<file path="src/rtl/ccr_pkg.sv">
package ccr_pkg;
  // Fixed bit positions of the single-bit control fields.
  localparam int COM_LSB  = 0;
  localparam int LOLD_BIT = 2;
  localparam int FLK_BIT  = 3;
  localparam int PLK_BIT  = 4;
  localparam int BKS_BIT  = 5;
  localparam int CSRC_BIT = 6;
  localparam int LPM_LSB  = 8;

  typedef struct packed {
    logic [1:0] com;
    logic       lol_nosw;
    logic       frq_lock;
    logic       pm_lock;
    logic       bk_sw;
    logic       csrc;
  } ctl_t;
endpackage

</file>
<file path="src/rtl/ccr_rst_sync.sv">
module ccr_rst_sync #(
  parameter int STAGES = 2
) (
  input  logic clk,
  input  logic arst_n,
  output logic rst_n
);
  logic [STAGES-1:0] sh_q;
  logic [STAGES-1:0] sh_d;

  always_comb sh_d = {sh_q[STAGES-2:0], 1'b1};

  always_ff @(posedge clk or negedge arst_n) begin
    if (!arst_n) sh_q <= '0;
    else         sh_q <= sh_d;
  end

  assign rst_n = sh_q[STAGES-1];
endmodule

</file>
<file path="src/rtl/ccr_regfile.sv">
module ccr_regfile
  import ccr_pkg::*;
#(
  parameter int DATA_W = 32,
  parameter int LPM_W  = 2,
  parameter int MF_W   = 8,
  parameter int PD_W   = 4,
  parameter int MF_LSB = 12,
  parameter int PD_LSB = 20
) (
  input  logic              clk,
  input  logic              rst_n,
  input  logic              wr_en,
  input  logic [DATA_W-1:0] wr_data,
  input  logic              limp_en,
  output ctl_t              ctl_q,
  output logic [LPM_W-1:0]  lpm_q,
  output logic [MF_W-1:0]   mf_q,
  output logic [PD_W-1:0]   pd_q,
  output logic              tamper,
  output logic              bk_set,
  output logic [DATA_W-1:0] rd_data
);
  ctl_t             ctl_d;
  logic [LPM_W-1:0] lpm_d;
  logic [MF_W-1:0]  mf_d;
  logic [PD_W-1:0]  pd_d;
  logic             once_q, once_d;

  // Next-state logic: the lock values before this write gate the fields.
  always_comb begin
    ctl_d  = ctl_q;
    lpm_d  = lpm_q;
    mf_d   = mf_q;
    pd_d   = pd_q;
    once_d = once_q;
    if (wr_en) begin
      ctl_d.com      = wr_data[COM_LSB +: 2];
      ctl_d.lol_nosw = wr_data[LOLD_BIT];
      if (!once_q) begin
        ctl_d.frq_lock = wr_data[FLK_BIT];
        ctl_d.pm_lock  = wr_data[PLK_BIT];
        once_d         = 1'b1;
      end
      if (!ctl_q.pm_lock) begin
        lpm_d      = wr_data[LPM_LSB +: LPM_W];
        ctl_d.csrc = wr_data[CSRC_BIT];
      end
      if (!ctl_q.frq_lock) begin
        mf_d = wr_data[MF_LSB +: MF_W];
        pd_d = wr_data[PD_LSB +: PD_W];
      end
      if (!wr_data[BKS_BIT])  ctl_d.bk_sw = 1'b0;
      else if (limp_en)       ctl_d.bk_sw = 1'b1;
    end
  end

  assign tamper = wr_en && ctl_q.pm_lock && ((mf_d != mf_q) || (pd_d != pd_q));
  assign bk_set = wr_en && wr_data[BKS_BIT] && limp_en && !ctl_q.bk_sw;

  always_ff @(posedge clk or negedge rst_n) begin
    if (!rst_n) begin
      ctl_q  <= '0;
      lpm_q  <= '0;
      mf_q   <= '0;
      pd_q   <= '0;
      once_q <= 1'b0;
    end else begin
      ctl_q  <= ctl_d;
      lpm_q  <= lpm_d;
      mf_q   <= mf_d;
      pd_q   <= pd_d;
      once_q <= once_d;
    end
  end

  always_comb begin
    rd_data                       = '0;
    rd_data[COM_LSB +: 2]         = ctl_q.com;
    rd_data[LOLD_BIT]             = ctl_q.lol_nosw;
    rd_data[FLK_BIT]              = ctl_q.frq_lock;
    rd_data[PLK_BIT]              = ctl_q.pm_lock;
    rd_data[BKS_BIT]              = ctl_q.bk_sw;
    rd_data[CSRC_BIT]             = ctl_q.csrc;
    rd_data[LPM_LSB +: LPM_W]     = lpm_q;
    rd_data[MF_LSB +: MF_W]       = mf_q;
    rd_data[PD_LSB +: PD_W]       = pd_q;
  end
endmodule

</file>
<file path="src/rtl/ccr_guard.sv">
module ccr_guard #(
  parameter int PM_W = 3
) (
  input  logic            clk,
  input  logic            rst_n,
  input  logic            pm_lock,
  input  logic            lol_nosw,
  input  logic            limp_en,
  input  logic            hrst_active,
  input  logic            pll_locked,
  input  logic [PM_W-1:0] pmode,
  input  logic            tamper,
  input  logic            bk_set,
  output logic            hrst_req,
  output logic            bkup_req,
  output logic            hrst_hold
);
  logic viol, viol_q;
  logic pll_q;
  logic lol_fall;
  logic hr_q, hr_d;
  logic bk_q, bk_d;
  logic hold_q, hold_d;

  assign viol     = pm_lock && (pmode != '0);
  assign lol_fall = pll_q && !pll_locked && hrst_active && limp_en && !lol_nosw;

  always_comb begin
    hr_d   = (tamper || bk_set || (viol && !viol_q)) && !hr_q;
    bk_d   = (bk_set || lol_fall) && !bk_q;
    hold_d = hrst_active && lol_nosw && !pll_locked;
  end

  always_ff @(posedge clk or negedge rst_n) begin
    if (!rst_n) begin
      viol_q <= 1'b0;
      pll_q  <= 1'b0;
      hr_q   <= 1'b0;
      bk_q   <= 1'b0;
      hold_q <= 1'b0;
    end else begin
      viol_q <= viol;
      pll_q  <= pll_locked;
      hr_q   <= hr_d;
      bk_q   <= bk_d;
      hold_q <= hold_d;
    end
  end

  assign hrst_req  = hr_q;
  assign bkup_req  = bk_q;
  assign hrst_hold = hold_q;
endmodule

</file>
<file path="src/rtl/ccr_clkout.sv">
module ccr_clkout (
  input  logic [1:0] com,
  output logic       clko_en,
  output logic       drive_half
);
  always_comb begin
    clko_en    = !com[1];
    drive_half = com[0];
  end
endmodule

</file>
<file path="src/rtl/ccr_lockreg.sv">
module ccr_lockreg
  import ccr_pkg::*;
#(
  parameter int DATA_W   = 32,
  parameter int MF_W     = 8,
  parameter int PD_W     = 4,
  parameter int LPM_W    = 2,
  parameter int PM_W     = 3,
  parameter int SYNC_STG = 2
) (
  input  logic              clk,
  input  logic              por_n,
  input  logic              wr_en,
  input  logic [DATA_W-1:0] wr_data,
  output logic [DATA_W-1:0] rd_data,
  input  logic              limp_en,
  input  logic              pll_locked,
  input  logic              hrst_active,
  input  logic [PM_W-1:0]   pmode,
  output logic              clko_en,
  output logic              drive_half,
  output logic [MF_W-1:0]   mf,
  output logic [PD_W-1:0]   pdiv,
  output logic [LPM_W-1:0]  lpm,
  output logic              csrc,
  output logic              hrst_req,
  output logic              bkup_req,
  output logic              hrst_hold
);
  localparam int MF_LSB = LPM_LSB + LPM_W + 2;
  localparam int PD_LSB = MF_LSB + MF_W;

  logic rst_s_n;
  ctl_t ctl_q;
  logic tamper, bk_set;

  ccr_rst_sync #(.STAGES(SYNC_STG)) u_rsync (
    .clk    (clk),
    .arst_n (por_n),
    .rst_n  (rst_s_n)
  );

  ccr_regfile #(
    .DATA_W (DATA_W), .LPM_W (LPM_W), .MF_W (MF_W), .PD_W (PD_W),
    .MF_LSB (MF_LSB), .PD_LSB (PD_LSB)
  ) u_regs (
    .clk     (clk),
    .rst_n   (rst_s_n),
    .wr_en   (wr_en),
    .wr_data (wr_data),
    .limp_en (limp_en),
    .ctl_q   (ctl_q),
    .lpm_q   (lpm),
    .mf_q    (mf),
    .pd_q    (pdiv),
    .tamper  (tamper),
    .bk_set  (bk_set),
    .rd_data (rd_data)
  );

  ccr_guard #(.PM_W(PM_W)) u_guard (
    .clk         (clk),
    .rst_n       (rst_s_n),
    .pm_lock     (ctl_q.pm_lock),
    .lol_nosw    (ctl_q.lol_nosw),
    .limp_en     (limp_en),
    .hrst_active (hrst_active),
    .pll_locked  (pll_locked),
    .pmode       (pmode),
    .tamper      (tamper),
    .bk_set      (bk_set),
    .hrst_req    (hrst_req),
    .bkup_req    (bkup_req),
    .hrst_hold   (hrst_hold)
  );

  ccr_clkout u_cko (
    .com        (ctl_q.com),
    .clko_en    (clko_en),
    .drive_half (drive_half)
  );

  assign csrc = ctl_q.csrc;
endmodule

</file>
<file path="config.mk">
export PLATFORM = sky130hd
export DESIGN_NAME = ccr_lockreg
export DESIGN_NICKNAME = d
export VERILOG_FILES = /design/src/rtl/ccr_pkg.sv /design/src/rtl/ccr_rst_sync.sv /design/src/rtl/ccr_regfile.sv /design/src/rtl/ccr_guard.sv /design/src/rtl/ccr_clkout.sv /design/src/rtl/ccr_lockreg.sv
export SDC_FILE = /design/constraint.sdc
export NUM_CORES = 1
export LEC_CHECK = 0
export BUFFER_PORTS_ARGS = -buffer_cell sky130_fd_sc_hd__buf_4
export CORE_ASPECT_RATIO = 0.9
export CORE_UTILIZATION = 35
export DETAILED_ROUTE_END_ITERATION = 8
export GPL_TIMING_DRIVEN = 0
export PLACE_DENSITY = 0.68
export SLEW_MARGIN = 25
export SYNTH_ARGS = -nofsm -noshare
export SYNTH_HDL_FRONTEND = slang
export SYNTH_SLANG_ARGS = --single-unit
</file>
<file path="constraint.sdc">
create_clock -name clk -period 2.9 [get_ports clk]
set_clock_uncertainty 0.15 [all_clocks]
set_input_delay 0.58 -clock clk [delete_from_list [all_inputs] [get_ports clk]]
set_output_delay 0.58 -clock clk [all_outputs]
set_load 0.02 [all_outputs]
</file>
Yosys cells after proc, flatten, opt, wreduce, memory -nomap -nowiden
Cells that the tools add are included.

operators by class
  $add $sub $neg = 0
  $mul = 0
  divide/modulo/power cells = 0
  $lt $le $gt $ge = 0
  equality and inequality tests = 3
  shift operators = 0
  mux-type cells = 6
  bitwise gates (word level) = 2
  reduce and logical (&&, ||, !) cells = 30

operators with widths
  cell                                                                     count
  8-bit 2-to-1 mux                                                         2
  1-bit logical AND                                                        15
  4-bit 2-to-1 mux                                                         2
  8-bit inequality test                                                    1
  1-bit logical NOT                                                        7
  2-bit AND reduction                                                      3
  1-bit logical OR                                                         4
  4-bit inequality test                                                    1
  3-bit nonzero test                                                       1
  1-bit 2-to-1 mux                                                         2
  2-bit by 1-bit inequality test with 1-bit output, second input constant  1
  1-bit NOT                                                                2

storage, ports and cells
  bits in registers = 29
  latch bits = 0
  bits in writable memories = 0
  memory bits (read-only) = 0
  input bits = 41
  output and inout port bits = 52
  logic and storage cells = 57
  memories kept = 0

Depth between registers and ports, before layout
  word-level depth = 8
  gate-level depth with buffers = 5
  depth with buffers taken out = 4

By module
Synthesis repeated with hierarchy kept, for this count alone.

second synthesis, totals
  cell total of the unflattened synthesis = 124
  area, all modules = 1531.5 um^2

by module, submodules not included
  module        instances  cells each  area an instance (um^2)  sequential area each (um^2)
  ccr_regfile   1          103         1271.2                   550.5
  ccr_guard     1          16          195.2                    125.1
  ccr_rst_sync  1          3           53.8                     50.0
  ccr_clkout    1          2           11.3                     0.0

Least setup slack after synthesis
Ideal clock, no wire load.

  path type = input to register
  from = input port wr_data[23]
  to = register u_guard.hr_q (netlist: u_guard.hrst_req)
  setup time = 129 ps
  arrival time = 1157 ps
  required time = 2621 ps
  path slack = 1464 ps
  stages on the path = 4
  buffers on the path = 0
  path through = xnor2_1 > nand4_1 > o311ai_1 > a21oi_1

on the way
  longest elaborated chain between the ends = 8

ends and longest elaborated chain
  what                            RTL line           RTL
  from (decl)                     ccr_lockreg.sv:14  input logic [DATA_W-1:0] wr_data,
  4-bit 2-to-1 mux                ccr_regfile.sv:49  if (!ctl_q.frq_lock) begin
  4-bit 2-to-1 mux                ccr_regfile.sv:37  if (wr_en) begin
  4-bit inequality test           ccr_regfile.sv:58  assign tamper = wr_en && ctl_q.pm_lock && ((mf_d != mf_q) || (pd_d != pd_q));
  1-bit logical OR                ccr_regfile.sv:58
  1-bit logical AND               ccr_regfile.sv:58
  1-bit logical OR (2 in series)  ccr_guard.sv:29    hr_d = (tamper || bk_set || (viol && !viol_q)) && !hr_q;
  1-bit logical AND               ccr_guard.sv:29
  named net u_guard.hr_d          ccr_guard.sv:21    logic hr_q, hr_d;
  to (signal assigned)            ccr_guard.sv:44    hr_q <= hr_d;
  to (decl)                       ccr_guard.sv:21

The timed path passes the listed nets, and every way through them passes these cells.
A chain may end at the register's enable or synchronous reset.

Final worst setup path
  from = register, netlist name u_regs.ctl_q[2]
  to = output port rd_data[4]

RTL lines
  what       RTL line           RTL
  to (decl)  ccr_lockreg.sv:15  output logic [DATA_W-1:0] rd_data,

No word-level cell between the ends.

==> results.md <==
- Fin cells: 255
- Die ar.: 4580 sq um
- Register area share after synthesis: between 40% and 50%
- Num Clock Sinks: 29
- Critical path launch point: u_regs.ctl_q[2]$_DFFE_PN0P_
- Post-cts sizing count: 0
- Share of layout cells above drive strength 1: just over 60%
- Crit end category: primary output
- Crit-path max cell delay: between 0.4 and 0.5 ns
- Worst EP arrival: 1.01 ns
- PwrDens: between 600 and 700 nW/um^2
- Synth-to-layout area growth: 47.5%
- RSZ-0062 raised after global routing: no
- DP HPWL: 2180 microns
- Antenna viol nets, final: 0
- Die height: 64.3 microns
- WL/cell: 11.0 microns
- Clk Latency, worst-skew pair: 0.28 ns
- Cell area after synthesis: between 1500 and 2000 sq um
- Max clock buf depth: 2
- # DRC: 6
- Num ports: 93
- Crit start category: flop
- Fin crit share: 59.9%
- Slowest-stage cell, CP: dfrtp_1
- Avg Cell Area, Syn: 12.8 sq um
- Comb power frac: 38.6%
- Vias per Instance: 4.15
- Share of power burned in registers: 38.4%
- Leak pwr: 1.15 nW
- DR iter-0 viols: 31
- Clock Pin Slew Worst Setup and Hold Paths: approximately 0.060 ns
- Synthesis-stage register bit count: 29
- Worst Path Required: around 2.2 ns
- Nets: 247
- Grt ovf: 0
- Slew @ Worst Pin: 0.588 ns
- # H-tree levels: 2
- Worst min path class: flop to asynchronous set/reset pin
- Final setup violation count: 0
- Worst Path Buf+Inv: 2
- Hold Fails Final Rpt: 0
- Synthesized instance count: 118
- Largest net degree at the start of global routing: 28
- Final wirelength: between 2000 and 3000 microns
- FF-to-FF Start: u_regs.mf_q[6]$_DFF_PN0_
- VDD IR max: 0.306 mV
- Num CTS Buffers: 5
- Placer Congestion: 0.719
- Unique masters post-synth: 25
- Critical path class: flop to primary output
- Clk pwr share: 22.9%
- Vias in the first global route: between 1000 and 1500
- Max Transition Viols Final: 0
- CP dominant cell by count: buf_4
- Crit path cell chain: buf_4, buf_4
- Initial core utilization: 36.8%
- NetSw: ~0.44 mW
- Violated checks: DRC
- Final TNS setup: 0 ns
- Input/output buffers: 70
- Max-slew headroom: 60.8%
- Final Critical Period: 1.74 ns
- Via count: 1057
- Core Box Area: 4100 sq um
- Inst Count DP: about 250
- First-pass GRT wire length: 4640 microns
- TritonCTS clock tree: done
- Internal power: 0.922 mW
- Fillcell total: 379
- Status: complete, but fails checks
- Clock Tree Root: clkbuf_8
- Yosys warnings: 0
- Row cnt: 22
- Initial antenna violation count: 0
- Inserted Diodes: 0
- Max-Cap Viols: 0
- Sw frac: 32.5%
- Max Clk Rate: 576 MHz
- First-pass iteration count of the detailed router: 6
- GRT Resource Usage Total: 13.5%
- Die Width: 71.2 microns
- Kind of cell adding the most delay to the critical path: flip-flops
- CP max FO: 5
state kept, by name, summed over array words and instances, names as in the netlist:
signal,cells
u_rsync.sh_q,2
u_guard.hrst_hold,1
u_regs.once_q,1
u_guard.bkup_req,1
u_guard.hrst_req,1
u_guard.viol_q,1
u_regs.mf_q,8
u_regs.lpm_q,2
u_regs.pd_q,4
u_guard.pll_q,1
u_regs.ctl_q,7
per-layer routing:
metal / GRT usage [%] / routed length, microns
met1: 15.9 / 1200
met2: 21.9 / 1330
met3: 4.57 / 234
met4: 6.75 / 44
met5: 0 / 0
synth_stat cells, drive strengths merged:
master | number | area, sq um
a21oi | 3 | 15.0
or2 | 1 | 6.26
nor3b | 1 | 12.5
inv | 3 | 11.3
o21ai | 1 | 5.00
mux2 | 19 | 259
nand4 | 3 | 18.8
nor4bb | 1 | 10.0
nor2 | 2 | 10.0
o31a | 1 | 8.76
dfrtp | 29 | 726
conb | 2 | 7.51
nor2b | 1 | 13.8
a22oi | 1 | 7.51
and3b | 1 | 8.76
clkinv | 1 | 3.75
xnor2 | 12 | 105
and2b | 1 | 10.0
nand2 | 2 | 7.51
nand2b | 1 | 13.8
o311ai | 1 | 8.76
buf | 31 | 240
final timing paths:
kind | slack, ns | cells past startpoint | to
max reg2reg | 1.51 | 4 | u_guard.hrst_req$_DFF_PN0_
max | 1.16 | 2 | rd_data[4]
max in group asynchronous | 2.03 | 2 | u_rsync.sh_q[1]$_DFF_PN0_
min in group clk | 0.20 | 0 | u_rsync.sh_q[1]$_DFF_PN0_
min | 0.12 | 0 | u_regs.mf_q[5]$_DFF_PN0_
min reg2reg | 0.12 | 0 | u_regs.mf_q[5]$_DFF_PN0_
logic make-up (layout without fill, tap and decap cells):
group	after synthesis	after routing	synth area share, %
AOI/OAI and AO/OA	7	7	2.98
xor gates and xnor gates	12	12	6.97
buffers and inverters	35	114	16.9
DFF	29	29	48.1
muxes	19	19	17.2
other	2	12	0.498
and+or+nand+nor	14	14	7.38
cell usage in the layout, fill, tap and decap left out, types with 2 or more instances in the layout:
master    instances
mux2_4           12
nand2_1           2
clkinv_2          2
nand4_1           3
dfrtp_1          28
buf_4            99
buf_6             2
clkbuf_8          5
inv_1             3
mux2_1            7
a21oi_1           3
xnor2_1          12
conb_1           12
per-stage QoR:
stage / setup WS, ns / total power, mW / util, % / hold slack, ns / area (sq um)
floorplan: 1.46 / 0.853 / - / 0.134 / 1550
global route: 1.11 / 1.44 / 54.3 / 0.185 / 2230
finish: 1.16 / 1.36 / 54.3 / 0.123 / 2230
CTS: 1.14 / 1.39 / 54.3 / 0.157 / 2230
detailed placement: 1.21 / 1.06 / 52.0 / 0.159 / 2130
global placement: 1.22 / 1.06 / 52.0 / 0.183 / 2130
power groups by stage:
stage | clock network (mW) | registers [mW] | logic (mW)
floorplan | 0 | 0.582 | 0.272
global placement | 0 | 0.531 | 0.525
detailed placement | 0 | 0.533 | 0.530
CTS | 0.328 | 0.528 | 0.533
global route | 0.344 | 0.538 | 0.557
finish | 0.313 | 0.524 | 0.527
final cells by class:
| class | count | area [sq um] | area share [%] |
|---|---|---|---|
| buffer | 31 | 240 | 10.8 |
| clock buffer | 6 | 72.6 | 3.26 |
| clock inverter | 2 | 10.0 | 0.450 |
| inverter | 4 | 15.0 | 0.675 |
| multi-input combinational | 64 | 566 | 25.4 |
| sequential | 29 | 727 | 32.7 |
| tap | 48 | 60.1 | 2.70 |
| timing repair buffer | 71 | 536 | 24.1 |
repair_timing:
| item | 4_1_cts | 5_1_grt |
|---|---|---|
| hold endpoints to repair | 2 | 0 |
| hold buffers | 1 | 0 |
| setup buffers | 0 | 0 |
| endpoints found under the setup margin | 0 | 0 |
(Power assumes the default switching activity.)
